[config.mk]
export PLATFORM = sky130hd
export DESIGN_NAME = spare_row_remap
export DESIGN_NICKNAME = d
export VERILOG_FILES = /design/src/rtl/rowfix_pkg.sv /design/src/rtl/fuse_table.sv /design/src/rtl/remap_match.sv /design/src/rtl/row_array.sv /design/src/rtl/spare_row_remap.sv
export SDC_FILE = /design/constraint.sdc
export NUM_CORES = 1
export LEC_CHECK = 0
export BUFFER_PORTS_ARGS = -buffer_cell sky130_fd_sc_hd__buf_4
export CAP_MARGIN = 20
export CORE_MARGIN = 5
export CORE_UTILIZATION = 35
export DETAILED_ROUTE_END_ITERATION = 8
export MAX_ROUTING_LAYER = met4
export PLACE_DENSITY = 0.56
export SYNTH_ARGS = -nofsm -noshare
export SYNTH_HDL_FRONTEND = slang
export SYNTH_HIERARCHICAL = 1
export SYNTH_SLANG_ARGS = --single-unit
export TNS_END_PERCENT = 30
[constraint.sdc]
create_clock -name clk -period 3.93 [get_ports clk]
set_input_delay 0 -clock clk [delete_from_list [all_inputs] [get_ports clk]]
set_output_delay 0 -clock clk [all_outputs]
set_load 0.02 [all_outputs]
[src/rtl/rowfix_pkg.sv]
package rowfix_pkg;

    typedef enum logic [1:0] {
        ACC_NONE  = 2'd0,
        ACC_READ  = 2'd1,
        ACC_WRITE = 2'd2
    } acc_kind_e;

    typedef struct packed {
        logic prog_error;
        logic unrepairable;
    } fuse_flags_t;

    function automatic acc_kind_e decode_access(input logic en, input logic we);
        if (!en)      return ACC_NONE;
        else if (we)  return ACC_WRITE;
        else          return ACC_READ;
    endfunction

endpackage

[src/rtl/fuse_table.sv]
module fuse_table
    import rowfix_pkg::*;
#(
    parameter int LOG_ROWS = 16,
    parameter int SPARES   = 4,
    localparam int AW = $clog2(LOG_ROWS),
    localparam int SW = $clog2(SPARES)
) (
    input  logic                         clk,
    input  logic                         rst,
    input  logic                         prog_en,
    input  logic [SW-1:0]                prog_entry,
    input  logic [AW-1:0]                prog_row,
    input  logic [SW-1:0]                prog_spare,
    output logic [SPARES-1:0]            ent_valid,
    output logic [SPARES-1:0][AW-1:0]    ent_row,
    output logic [SPARES-1:0][SW-1:0]    ent_spare,
    output fuse_flags_t                  flags
);

    logic table_full;
    logic target_blown;

    assign table_full   = &ent_valid;
    assign target_blown = ent_valid[prog_entry];

    generate
        for (genvar g = 0; g < SPARES; g++) begin : g_fuse
            always_ff @(posedge clk) begin
                if (rst) begin
                    ent_valid[g] <= 1'b0;
                    ent_row[g]   <= '0;
                    ent_spare[g] <= '0;
                end else if (prog_en && prog_entry == SW'(g) && !ent_valid[g]) begin
                    ent_valid[g] <= 1'b1;
                    ent_row[g]   <= prog_row;
                    ent_spare[g] <= prog_spare;
                end
            end
        end
    endgenerate

    always_ff @(posedge clk) begin
        if (rst) begin
            flags <= '0;
        end else if (prog_en) begin
            if (target_blown) flags.prog_error   <= 1'b1;
            if (table_full)   flags.unrepairable <= 1'b1;
        end
    end

endmodule

[src/rtl/remap_match.sv]
module remap_match #(
    parameter int LOG_ROWS = 16,
    parameter int SPARES   = 4,
    localparam int AW = $clog2(LOG_ROWS),
    localparam int SW = $clog2(SPARES),
    localparam int PW = $clog2(LOG_ROWS + SPARES)
) (
    input  logic [AW-1:0]                acc_row,
    input  logic [SPARES-1:0]            ent_valid,
    input  logic [SPARES-1:0][AW-1:0]    ent_row,
    input  logic [SPARES-1:0][SW-1:0]    ent_spare,
    output logic [PW-1:0]                phys_row,
    output logic                         remapped
);

    logic [SPARES-1:0] hit;
    logic [SW-1:0]     win_spare;

    generate
        for (genvar g = 0; g < SPARES; g++) begin : g_cmp
            assign hit[g] = ent_valid[g] && (ent_row[g] == acc_row);
        end
    endgenerate

    // Scan from the top index down so the lowest hitting entry is written last.
    always_comb begin
        win_spare = '0;
        for (int i = SPARES - 1; i >= 0; i--) begin
            if (hit[i]) win_spare = ent_spare[i];
        end
    end

    assign remapped = |hit;
    assign phys_row = remapped ? (PW'(LOG_ROWS) + PW'(win_spare)) : PW'(acc_row);

endmodule

[src/rtl/row_array.sv]
module row_array
    import rowfix_pkg::*;
#(
    parameter int ROWS  = 20,
    parameter int WIDTH = 8,
    localparam int PW = $clog2(ROWS)
) (
    input  logic             clk,
    input  logic             rst,
    input  acc_kind_e        kind,
    input  logic [PW-1:0]    row,
    input  logic [WIDTH-1:0] wdata,
    output logic [WIDTH-1:0] rdata
);

    logic [WIDTH-1:0] cells [ROWS];

    always_ff @(posedge clk) begin
        if (kind == ACC_WRITE) cells[row] <= wdata;
    end

    always_ff @(posedge clk) begin
        if (rst)                    rdata <= '0;
        else if (kind == ACC_READ)  rdata <= cells[row];
    end

endmodule

[src/rtl/spare_row_remap.sv]
module spare_row_remap
    import rowfix_pkg::*;
#(
    parameter int LOG_ROWS = 16,
    parameter int SPARES   = 4,
    parameter int WIDTH    = 8,
    localparam int AW        = $clog2(LOG_ROWS),
    localparam int SW        = $clog2(SPARES),
    localparam int PHYS_ROWS = LOG_ROWS + SPARES,
    localparam int PW        = $clog2(PHYS_ROWS)
) (
    input  logic             clk,
    input  logic             rst,
    input  logic             prog_en,
    input  logic [SW-1:0]    prog_entry,
    input  logic [AW-1:0]    prog_row,
    input  logic [SW-1:0]    prog_spare,
    input  logic             acc_en,
    input  logic             acc_we,
    input  logic [AW-1:0]    acc_row,
    input  logic [WIDTH-1:0] acc_wdata,
    output logic [PW-1:0]    phys_row,
    output logic             remapped,
    output logic [WIDTH-1:0] rd_data,
    output logic             prog_error,
    output logic             unrepairable
);

    logic [SPARES-1:0]         ent_valid;
    logic [SPARES-1:0][AW-1:0] ent_row;
    logic [SPARES-1:0][SW-1:0] ent_spare;
    fuse_flags_t               flags;
    acc_kind_e                 kind;

    fuse_table #(.LOG_ROWS(LOG_ROWS), .SPARES(SPARES)) u_table (
        .clk        (clk),
        .rst        (rst),
        .prog_en    (prog_en),
        .prog_entry (prog_entry),
        .prog_row   (prog_row),
        .prog_spare (prog_spare),
        .ent_valid  (ent_valid),
        .ent_row    (ent_row),
        .ent_spare  (ent_spare),
        .flags      (flags)
    );

    remap_match #(.LOG_ROWS(LOG_ROWS), .SPARES(SPARES)) u_match (
        .acc_row   (acc_row),
        .ent_valid (ent_valid),
        .ent_row   (ent_row),
        .ent_spare (ent_spare),
        .phys_row  (phys_row),
        .remapped  (remapped)
    );

    assign kind = decode_access(acc_en, acc_we);

    row_array #(.ROWS(PHYS_ROWS), .WIDTH(WIDTH)) u_array (
        .clk   (clk),
        .rst   (rst),
        .kind  (kind),
        .row   (phys_row),
        .wdata (acc_wdata),
        .rdata (rd_data)
    );

    assign prog_error   = flags.prog_error;
    assign unrepairable = flags.unrepairable;

endmodule

# Word level (Yosys, flattened, before mapping)
# Memories as Yosys holds them, arrays and structs flattened. A register that Yosys moved wholly into a read port is not among the register bits.
# Index checks and enable logic that the tools add are counted.
classes:
  reduce_logical: 20
  n_shift: 0
  n_mul: 0
  n_bitwise: 0
  n_lt_le_gt_ge: 1
  eq_ne: 9
  div: 0
  n_mux: 11
  add_sub_neg: 1
ops:
  columns: ["cell", "count"]
  rows:
  - ["4-bit equality test", 4]
  - ["1-bit logical AND", 12]
  - ["2-bit two-way mux", 6]
  - ["2-bit equality test (second input constant)", 3]
  - ["5-bit by 2-bit adder with 5-bit output (first input constant)", 1]
  - ["5-bit two-way mux", 1]
  - ["5-bit AND reduction", 1]
  - ["2-bit by 1-bit equality test with 1-bit output (second input constant)", 2]
  - ["1-bit logical NOT", 4]
  - ["4-bit OR reduction", 1]
  - ["2-bit by 3-bit < comparator with 1-bit output (second input constant)", 1]
  - ["1-bit two-way mux", 3]
  - ["1-bit binary-select mux with 2-bit select", 1]
  - ["2-bit logical NOT", 1]
  - ["2-bit AND reduction", 1]
totals:
  output_inout_bits: 16
  memories: 1
  romBits: 0
  reg_bits: 30
  latch_bits: 0
  ramBits: 160
  word_cells: 57
memory_table:
  columns: ["name", "words", "word_bits", "rd", "rd_ports_with_merged_regs", "wr", "line", "rtl"]
  rows:
  - ["u_array.cells", 20, 8, 1, 1, 1, "row_array.sv:16", "logic [WIDTH-1:0] cells [ROWS];"]

# Depth between registers and ports, before layout
# Gate-level depths: netlist of the first run.
logic_depth:
  depth_word: 8
  depth_mapped: 13
  depth_no_buf: 9

# Cells and area by module
# Netlist of the first run, hierarchy kept.
by_module_without_submodules:
  columns: ["mod", "cells_per_inst", "area_per_inst_um2", "instances"]
  rows:
  - ["row_array", 361, 6541.3, 1]
  - ["fuse_table", 106, 1123.6, 1]
  - ["remap_match", 61, 432.9, 1]
  - ["spare_row_remap", 2, 16.3, 1]

# Least setup slack after synthesis of the first run
# No wires, ideal clock.
synth_timing:
  path_kind: "reg-to-reg"
  from: "register u_table/ent_row[2] (netlist bit)"
  to: "memory u_array.cells[1][0] (enable)"
  synth_period_minus_slack_ps: 3190
  path_stages_with_launch: 11
  slack_ps: 740
  required_time_ps: 3560
  arrival_ps: 2819
  path_cell_list: "dfxtp_1 -> xor2_1 -> a2111o_1 -> or2_4 -> a31oi_1 -> a21oi_1 -> buf_2 -> buf_4 -> buf_2 -> or3b_1 -> nor2_1"
synth_between:
  elab_chain_cells: 5
  word_cells_on_any_way: 6
synth_lines:
  columns: ["element", "line", "rtl"]
  rows:
  - ["start: declaration", "fuse_table.sv:16", "output logic [SPARES-1:0][AW-1:0] ent_row,"]
  - ["start signal: indexed assignment", "fuse_table.sv:36", "ent_row[g] <= prog_row;"]
  - ["4-bit equality test *", "remap_match.sv:21", "assign hit[g] = ent_valid[g] && (ent_row[g] == acc_row);"]
  - ["1-bit logical AND *", "remap_match.sv:21", null]
  - ["2-bit two-way mux", "remap_match.sv:29", "if (hit[i]) win_spare = ent_spare[i];"]
  - ["5-bit by 2-bit adder with 5-bit output", "remap_match.sv:34", "assign phys_row = remapped ? (PW'(LOG_ROWS) + PW'(win_spare)) : PW'(acc_row);"]
  - ["5-bit two-way mux *", "remap_match.sv:34", null]
  - ["named net phys_row[1]", "spare_row_remap.sv:22", "output logic [PW-1:0] phys_row,"]
  - ["end: declaration", "row_array.sv:16", null]
# The timed path passes the listed nets; every way through them passes the cells marked *.

# Final worst setup path of the first run
layout_timing:
  from: "register u_table/ent_row[9] (netlist bit)"
  to: "memory u_array.cells[5][7] (enable)"
layout_between:
  elab_chain_cells: 7
  word_cells_on_any_way: 8
layout_lines:
  columns: ["element", "line"]
  rows:
  - ["4-bit equality test *", "remap_match.sv:21"]
  - ["1-bit logical AND *", "remap_match.sv:21"]
  - ["2-bit two-way mux (3 in series)", "remap_match.sv:29"]
  - ["5-bit by 2-bit adder with 5-bit output", "remap_match.sv:34"]
  - ["5-bit two-way mux *", "remap_match.sv:34"]
# Mark *: on every way between the ends. The rest lies on a longest branch, timed or not.

==> flow_metrics.env, run 1 <==
export IMPL_hp_class="input pin to flip-flop"
export IMPL_grt_pass1_vias=4796
export IMPL_min_from="acc_en"
export IMPL_core_area_um2=22700
export IMPL_slew_violations=0
export IMPL_drt_wl_total_um=18600
export IMPL_cp_max_fo=14
export IMPL_cts_buffers_inserted=17
export IMPL_synthTopCellsByCount="160 x edfxtp_1, 74 x mux2i_1, 61 x nor2_1"
export IMPL_dr_total_vias=4669
export IMPL_synth_cell_types=50
export IMPL_first_iter_violations=441
export IMPL_hold_end="u_array/rdata[4]"
export IMPL_clock_latency_ns=0.44
export IMPL_regToRegSetupSlack_ns=0.50
export IMPL_drive_gt1_share_pct=18.6
export IMPL_rsz0062_at_grt="false"
export IMPL_dr_pass1_iters=5
export IMPL_hpwl_um=12500
export IMPL_fin_crit_ns=3.43
export IMPL_gr_usage_all_layers_pct=15.1
export IMPL_worstSetupPathType="flip-flop to flip-flop"
export IMPL_synth_top_area_share_pct=59.2
export IMPL_powerDensity_nw_per_um2=460
export IMPL_cts_setup_buffers=0
export IMPL_clock_path_buffers=2
export IMPL_yosysWarnings=6
export IMPL_crit_path_start_kind="flip-flop"
export IMPL_ys_ff_latch=198
export IMPL_finalHoldViolCount=0
export IMPL_cp_cell_sequence="xor2_1 > nor3_2 > a211oi_1 > o311ai_0 > a21oi_4 > or3b_1 > nor2_1"
export IMPL_total_leakage_power_uw=0.00329
export IMPL_rows=55
export IMPL_fin_crit_sh_pct=87.4
export IMPL_gp_congestion=0.893
export IMPL_synth_edff_count=160
export IMPL_grt_max_degree=39
export IMPL_cts_max_level=4
export IMPL_skew_ns=0.0150
export IMPL_post_route_drc_count=0
export IMPL_synth_fp_nets=555
export IMPL_grt_pass1_wl_um=29200
export IMPL_avgRoutedWirePerCell_um=21.0
export IMPL_synth_top_cell_by_area="edfxtp_1"
export IMPL_io_pins=41
export IMPL_synthCells=530
export IMPL_start_util_pct=35.7
export IMPL_status="finished clean"
export IMPL_required_ns=3.99
export IMPL_reg2reg_to="u_array/cells[5][7]"
export IMPL_fin_tns_setup_ns=0
export IMPL_nets=614
export IMPL_hold_depth=5
export IMPL_clk_pin_slew_worst_paths_ns=0.07
export IMPL_grt_ovfl_total=0
export IMPL_synthTopCellsByArea="edfxtp_1 59%, dfxtp_1 9.4%, mux2i_1 9.1%"
export IMPL_cts_root_buf="clkbuf_16"
export IMPL_dieHeight_um=162
export IMPL_whs_ns=0.272
export IMPL_synth_async_reset_ratio_pct=0
export IMPL_die_area_um2=26300
export IMPL_startpoint="u_table/ent_row[9]"
export IMPL_syn_mean_instance_area_um2=15.3
export IMPL_worst_slew_pin_slew_ns=0.853
export IMPL_setup_viol=0
export IMPL_cts_tree="yes"
export IMPL_final_util_pct=41.7
export IMPL_die_w_um=162
export IMPL_crit_path_max_incr_delay_ns=0.66
export IMPL_timing_rr_start="u_table/ent_row[9]"
export IMPL_syn_cell_area_um2=8110
export IMPL_reg2regPathDepth=7
export IMPL_relSlewSlack_pct=43.0
export IMPL_irDropWorstVdd_mv=0.312
export IMPL_seq_area_frac_synth_pct=68.6
export IMPL_synth_most_common_cell="edfxtp_1"
export IMPL_synth_flop_cell="edfxtp_1"
export IMPL_grt_antenna_before_repair=0
export IMPL_cp_arrival_ns=3.49
export IMPL_worst_setup_path_end_kind="flip-flop"
export IMPL_cts_resized=0
export IMPL_dp_slack_ns=0.494
export IMPL_clock_sinks=198
export IMPL_io_buffers=40
export IMPL_antenna_cells=0
export IMPL_area_growth_pct=16.6
export IMPL_viasPerCell=5.27
export IMPL_layout_setup_ws_ns=0.496
export IMPL_final_antenna_net_count=0
export IMPL_cpMaxStageDelayCell="nor2_1"
export IMPL_fmax_ghz=0.291
export IMPL_drv_cap=0
final cells by class:
| type | instances | area [um^2] |
|---|---|---|
| Clock buffer | 18 | 429 |
| Inverter | 6 | 22.5 |
| Multi-Input combinational cell | 293 | 2350 |
| Fill cell | 2050 | 13300 |
| Sequential cell | 198 | 5570 |
| Tap cell | 285 | 357 |
| Clock inverter | 13 | 138 |
| Timing Repair Buffer | 73 | 596 |
cell families after synthesis:
kind of cell	Yosys count	share of synthesized area (%)
AND/OR/NAND/NOR	125	8.22
XOR/XNOR	13	1.40
flip-flops	198	68.6
AO/OA/AOI/OAI	65	5.52
multiplexers	90	13.6
buffers and inverters	39	2.70
layer usage:
metal,global-route usage [%],vias up,wire length (um),share of wire (%)
met5,-,-,0,0
met4,4.92,0,280,1.5
met3,2.61,13,645,3.5
met2,23.7,88,9220,49
met1,20.0,2418,8490,46
li1,-,2150,-,-
worst max-delay path: cells and delay by family (launching register included):
family / cells / cell delay (ns)
flip-flops: 1 / 0.32
XOR/XNOR: 1 / 0.15
AO/OA/AOI/OAI: 3 / 0.98
AND/OR/NAND/NOR: 3 / 1.60
placed cells by master (no fill, tap or decap), types with 3 or more instances in the layout:
| cell | n |
|---|---|
| nor3_1 | 6 |
| dfxtp_1 | 38 |
| clkinv_4 | 3 |
| inv_6 | 3 |
| o22ai_1 | 14 |
| nor2_1 | 61 |
| xor2_1 | 7 |
| a211oi_1 | 4 |
| and2_1 | 4 |
| o221ai_1 | 4 |
| dlygate4sd3_1 | 19 |
| or3b_1 | 3 |
| a31oi_1 | 7 |
| inv_8 | 4 |
| clkbuf_16 | 17 |
| nand3_1 | 3 |
| mux4_2 | 16 |
| buf_4 | 54 |
| mux2i_1 | 74 |
| nor2b_1 | 6 |
| nand2_1 | 12 |
| a21oi_1 | 13 |
| and3_1 | 3 |
| xnor2_1 | 6 |
| nand2b_1 | 4 |
| edfxtp_1 | 160 |
| inv_1 | 6 |
| nand3b_1 | 3 |
| a311oi_1 | 6 |
| a22oi_1 | 6 |
worst max path at each step:
stage / to / slack (ns)
6_report: u_array/cells[5][7] / 0.50
5_1_grt: u_array/cells[9][7] / 0.17
4_1_cts: u_array/cells[9][7] / 0.48
3_5_place_dp: u_array/cells[9][1] / 0.49
3_3_place_gp: u_array/cells[9][1] / 0.60
2_1_floorplan: u_array/cells[1][0] / 0.74
power by group:
part           internal, uW  switching, uW
clock                   895            805
combinational           140            206
sequential             2290           17.6
repair_timing:
item / in CTS / in global routing
endpoints found under the setup margin: 0 / 0
hold buffers: 19 / 0
endpoints found under the hold margin: 190 / 0
through the flow:
step | cell area (um^2) | std cells | total power [uW]
CTS | 9460 | 886 | 4380
global route | 9460 | 886 | 4500
finish | 9460 | 886 | 4350
detailed placement | 8700 | 836 | 2690
global placement | 8700 | 836 | 2680
floorplan | 8110 | 530 | 2560
state kept, by name, indices dropped and copies added (netlist names):
signal and cells:
u_table/flags 2, u_table/ent_spare 8, u_table/ent_valid 4, u_array/cells 160, u_array/rdata 8, u_table/ent_row 16
No activity file was read; power rests on OpenSTA's default activity.
==> run 2: changes to the inputs <==
--- a/config.mk
+++ b/config.mk
@@ -11,9 +11,8 @@
 export CORE_UTILIZATION = 35
 export DETAILED_ROUTE_END_ITERATION = 8
 export MAX_ROUTING_LAYER = met4
-export PLACE_DENSITY = 0.56
+export PLACE_DENSITY = 0.58
 export SYNTH_ARGS = -nofsm -noshare
 export SYNTH_HDL_FRONTEND = slang
-export SYNTH_HIERARCHICAL = 1
 export SYNTH_SLANG_ARGS = --single-unit
 export TNS_END_PERCENT = 30
==> constraint.sdc (replaced) <==
create_clock -name clk -period 2.9 [get_ports clk]
set_input_delay 0 -clock clk [delete_from_list [all_inputs] [get_ports clk]]
set_output_delay 0 -clock clk [all_outputs]
set_load 0.02 [all_outputs]
==> run 2 against run 1 <==
Synthesized cell count up 5.3%; non-clock buffer count up 43; largest cell class unchanged; worst setup slack worse by 0.41 ns; core utilization up 2.1 points; critical path depth up 4; critical endpoint is now u_array.rdata[2]; sequential power up 36%; largest power group unchanged.
==> flow_metrics.env, run 2 <==
export IMPL_io_buffers=40
export IMPL_worst_slew_pin_slew_ns=1.02
export IMPL_reg2regPathDepth=11
export IMPL_io_pins=41
export IMPL_clock_latency_ns=0.44
export IMPL_first_iter_violations=460
export IMPL_synthTopCellsByCount="160 x edfxtp_1, 88 x mux2i_1, 54 x nor2_1"
export IMPL_min_from="acc_we"
export IMPL_core_area_um2=23500
export IMPL_nFillCells=2135
export IMPL_power_uw=6160
export IMPL_gr_usage_all_layers_pct=15.9
export IMPL_synth_compound_area_share_pct=5.35
export IMPL_syn_mean_instance_area_um2=15.0
export IMPL_ys_ff_latch=198
export IMPL_drv_cap=0
export IMPL_synthCells=558
export IMPL_fmax_ghz=0.355
export IMPL_dr_pass1_iters=5
export IMPL_synth_top_family_by_area="multiplexers"
export IMPL_syn_cell_area_um2=8380
export IMPL_dr_total_vias=5065
export IMPL_antenna_cells=0
export IMPL_synth_flop_cell="edfxtp_1"
export IMPL_crit_path_max_incr_delay_ns=0.37
export IMPL_mostFrequentLayoutCell="edfxtp_1"
export IMPL_rows=56
export IMPL_grt_antenna_before_repair=0
export IMPL_seq_area_frac_synth_pct=66.4
export IMPL_cts_buffers_inserted=17
export IMPL_die_w_um=165
export IMPL_gp_congestion=0.934
export IMPL_cp_max_fo=12
export IMPL_grt_pass1_vias=5137
export IMPL_worst_path_buf_inv=2
export IMPL_post_route_drc_count=0
export IMPL_cts_tree="yes"
export IMPL_skew_ns=0.0139
export IMPL_hp_class="input pin to flip-flop"
export IMPL_nets=687
export IMPL_worst_setup_path_end_kind="flip-flop"
export IMPL_synth_async_reset_ratio_pct=0
export IMPL_required_ns=3.29
export IMPL_cp_arrival_ns=3.20
export IMPL_clock_sinks=198
export IMPL_largest_reg_flops=160
export IMPL_cpMaxStageDelayCell="o311a_1"
export IMPL_die_area_um2=27100
export IMPL_drive_gt1_share_pct=27.3
export IMPL_start_util_pct=35.6
export IMPL_synthTopCellsByArea="edfxtp_1 57%, mux2i_1 11%, dfxtp_1 9.1%"
export IMPL_dieHeight_um=165
export IMPL_synthMuxAreaShare_pct=14.9
export IMPL_cp_top_family="compound AO/OA/AOI/OAI gates"
export IMPL_cts_max_level=4
export IMPL_synth_most_common_cell="edfxtp_1"
export IMPL_layout_setup_ws_ns=0.0834
export IMPL_drt_wl_total_um=20300
export IMPL_cp_cell_sequence="xor2_2 > nor3_2 > nand3_2 > o311a_1 > o211ai_4 > o21ai_4 > clkinv_4 > buf_4 > mux2_2 > a311oi_4 > o21a_1"
export IMPL_finalHoldViolCount=0
export IMPL_hpwl_um=14100
export IMPL_status="finished clean"
export IMPL_yosys_area_share_simple_pct=7.93
export IMPL_crit_path_start_kind="flip-flop"
export IMPL_avgRoutedWirePerCell_um=20.4
export IMPL_clk_pin_slew_worst_paths_ns=0.08
export IMPL_worstSetupPathType="flip-flop to flip-flop"
export IMPL_synth_fp_nets=583
export IMPL_clock_path_buffers=2
export IMPL_synth_xor_area_share_pct=1.99
export IMPL_grt_ovfl_total=0
export IMPL_relSlewSlack_pct=32.0
export IMPL_grt_max_degree=39
export IMPL_slew_violations=0
export IMPL_final_cell_mix="160 x edfxtp_1, 93 x buf_4, 88 x mux2i_1, 52 x nor2_1, 37 x dfxtp_1"
export IMPL_top_regs="u_array.cells (160), u_table.ent_row (16)"
export IMPL_final_util_pct=43.8
export IMPL_largest_register="u_array.cells"
export IMPL_viasPerCell=5.10
export IMPL_synth_top_area_share_pct=57.4
export IMPL_dp_slack_ns=-0.0892
export IMPL_yosysWarnings=0
export IMPL_whs_ns=0.112
export IMPL_area_growth_pct=23.1
export IMPL_fin_crit_sh_pct=97.1
export IMPL_regToRegSetupSlack_ns=0.08
export IMPL_final_antenna_net_count=0
export IMPL_total_leakage_power_uw=0.00375
export IMPL_hold_end="u_array.rdata[0]"
export IMPL_irDropWorstVdd_mv=0.364
export IMPL_cts_root_buf="clkbuf_16"
export IMPL_synth_edff_count=160
export IMPL_fin_tns_setup_ns=0
export IMPL_fin_crit_ns=2.82
export IMPL_rsz0062_at_grt="true"
export IMPL_synth_cell_types=63
export IMPL_reg2reg_to="u_array.rdata[2]"
export IMPL_synth_top_cell_by_area="edfxtp_1"
export IMPL_hold_depth=5
export IMPL_synthAdderAreaFrac_pct=0
export IMPL_timing_rr_start="u_table.ent_row[14]"
export IMPL_setup_viol=0
export IMPL_grt_pass1_wl_um=30800
export IMPL_powerDensity_nw_per_um2=598
## run 2: changes by cell type after synthesis, moves of 5 or more
cell,delta
o22ai_1,-7
o211ai_1,+5
a21oi_1,-6
nor2b_1,-5
nand3_1,+6
mux2i_1,+14
buf_2,-6
nand2_1,+6
a22oi_1,-6
nor3_1,+12
nand4_1,+7
nor2_1,-7
mux2_2,+6
## run 2: final cells by class
cell class	instances	area [um^2]	area share [%]
repair buffers	116	966	9.37
flip-flops and latches	198	5570	54.0
inverters	14	78.8	0.765
well taps	319	399	3.87
multi-input cells	315	2670	25.9
clock inverters	14	181	1.76
clock buffers	18	439	4.26
## run 2: report_power, final
part	internal (uW)	leakage, uW	switching, uW
Sequential	3100	0.00175	25.1
Clock	1340	0.000303	1120
Combinational	248	0.00170	326
## run 2: metal layers
metal,global-route usage [%],vias to the layer above,wire (um)
met2,24.7,175,9620
met4,3.44,0,187
li1,-,2334,-
met3,3.97,15,1330
met5,-,-,0
met1,21.3,2541,9120
## run 2: cell families (layout without fill, tap and decap cells)
group           count (synthesis)  count (layout)
compound gates                 60              60
xor+xnor                       16              16
buf+inv                        45             162
flops                         198             198
mux                           107             107
simple gates                  132             132
## run 2: how the worst max path moves through the flow
stage,slack (ns),cells after the start,to,from
2_1_floorplan,-0.04,8,u_array.cells[15][0],u_table.ent_row[10]
3_3_place_gp,-0.09,11,u_array.rdata[2],u_table.ent_row[14]
3_5_place_dp,-0.09,11,u_array.rdata[2],u_table.ent_row[14]
4_1_cts,-0.02,13,u_array.rdata[6],u_table.ent_row[2]
5_1_grt,-0.05,11,u_array.rdata[2],u_table.ent_row[14]
6_report,0.08,11,u_array.rdata[2],u_table.ent_row[14]
## run 2: through the flow
stage	std cells	area [um^2]
global placement	939	9390
floorplan	558	8470
finish	994	10300
CTS	991	10200
global route	994	10300
detailed placement	939	9390
## run 2: timing repair
item / 4_1_cts / 5_1_grt
pin swaps: 1 / 5
endpoints found under the setup margin: 6 / 19
gates resized for setup: 4 / 15
endpoints found under the hold margin: 190 / 0
buffers inserted: 0 / 3
hold buffers: 20 / 0
## run 2: worst register-to-register path, cell delays in order, from the launching register on
cell,delay (ns)
dfxtp_1,0.34
xor2_2,0.18
nor3_2,0.22
nand3_2,0.15
o311a_1,0.37
o211ai_4,0.23
o21ai_4,0.10
clkinv_4,0.14
buf_4,0.18
mux2_2,0.36
a311oi_4,0.34
o21a_1,0.16
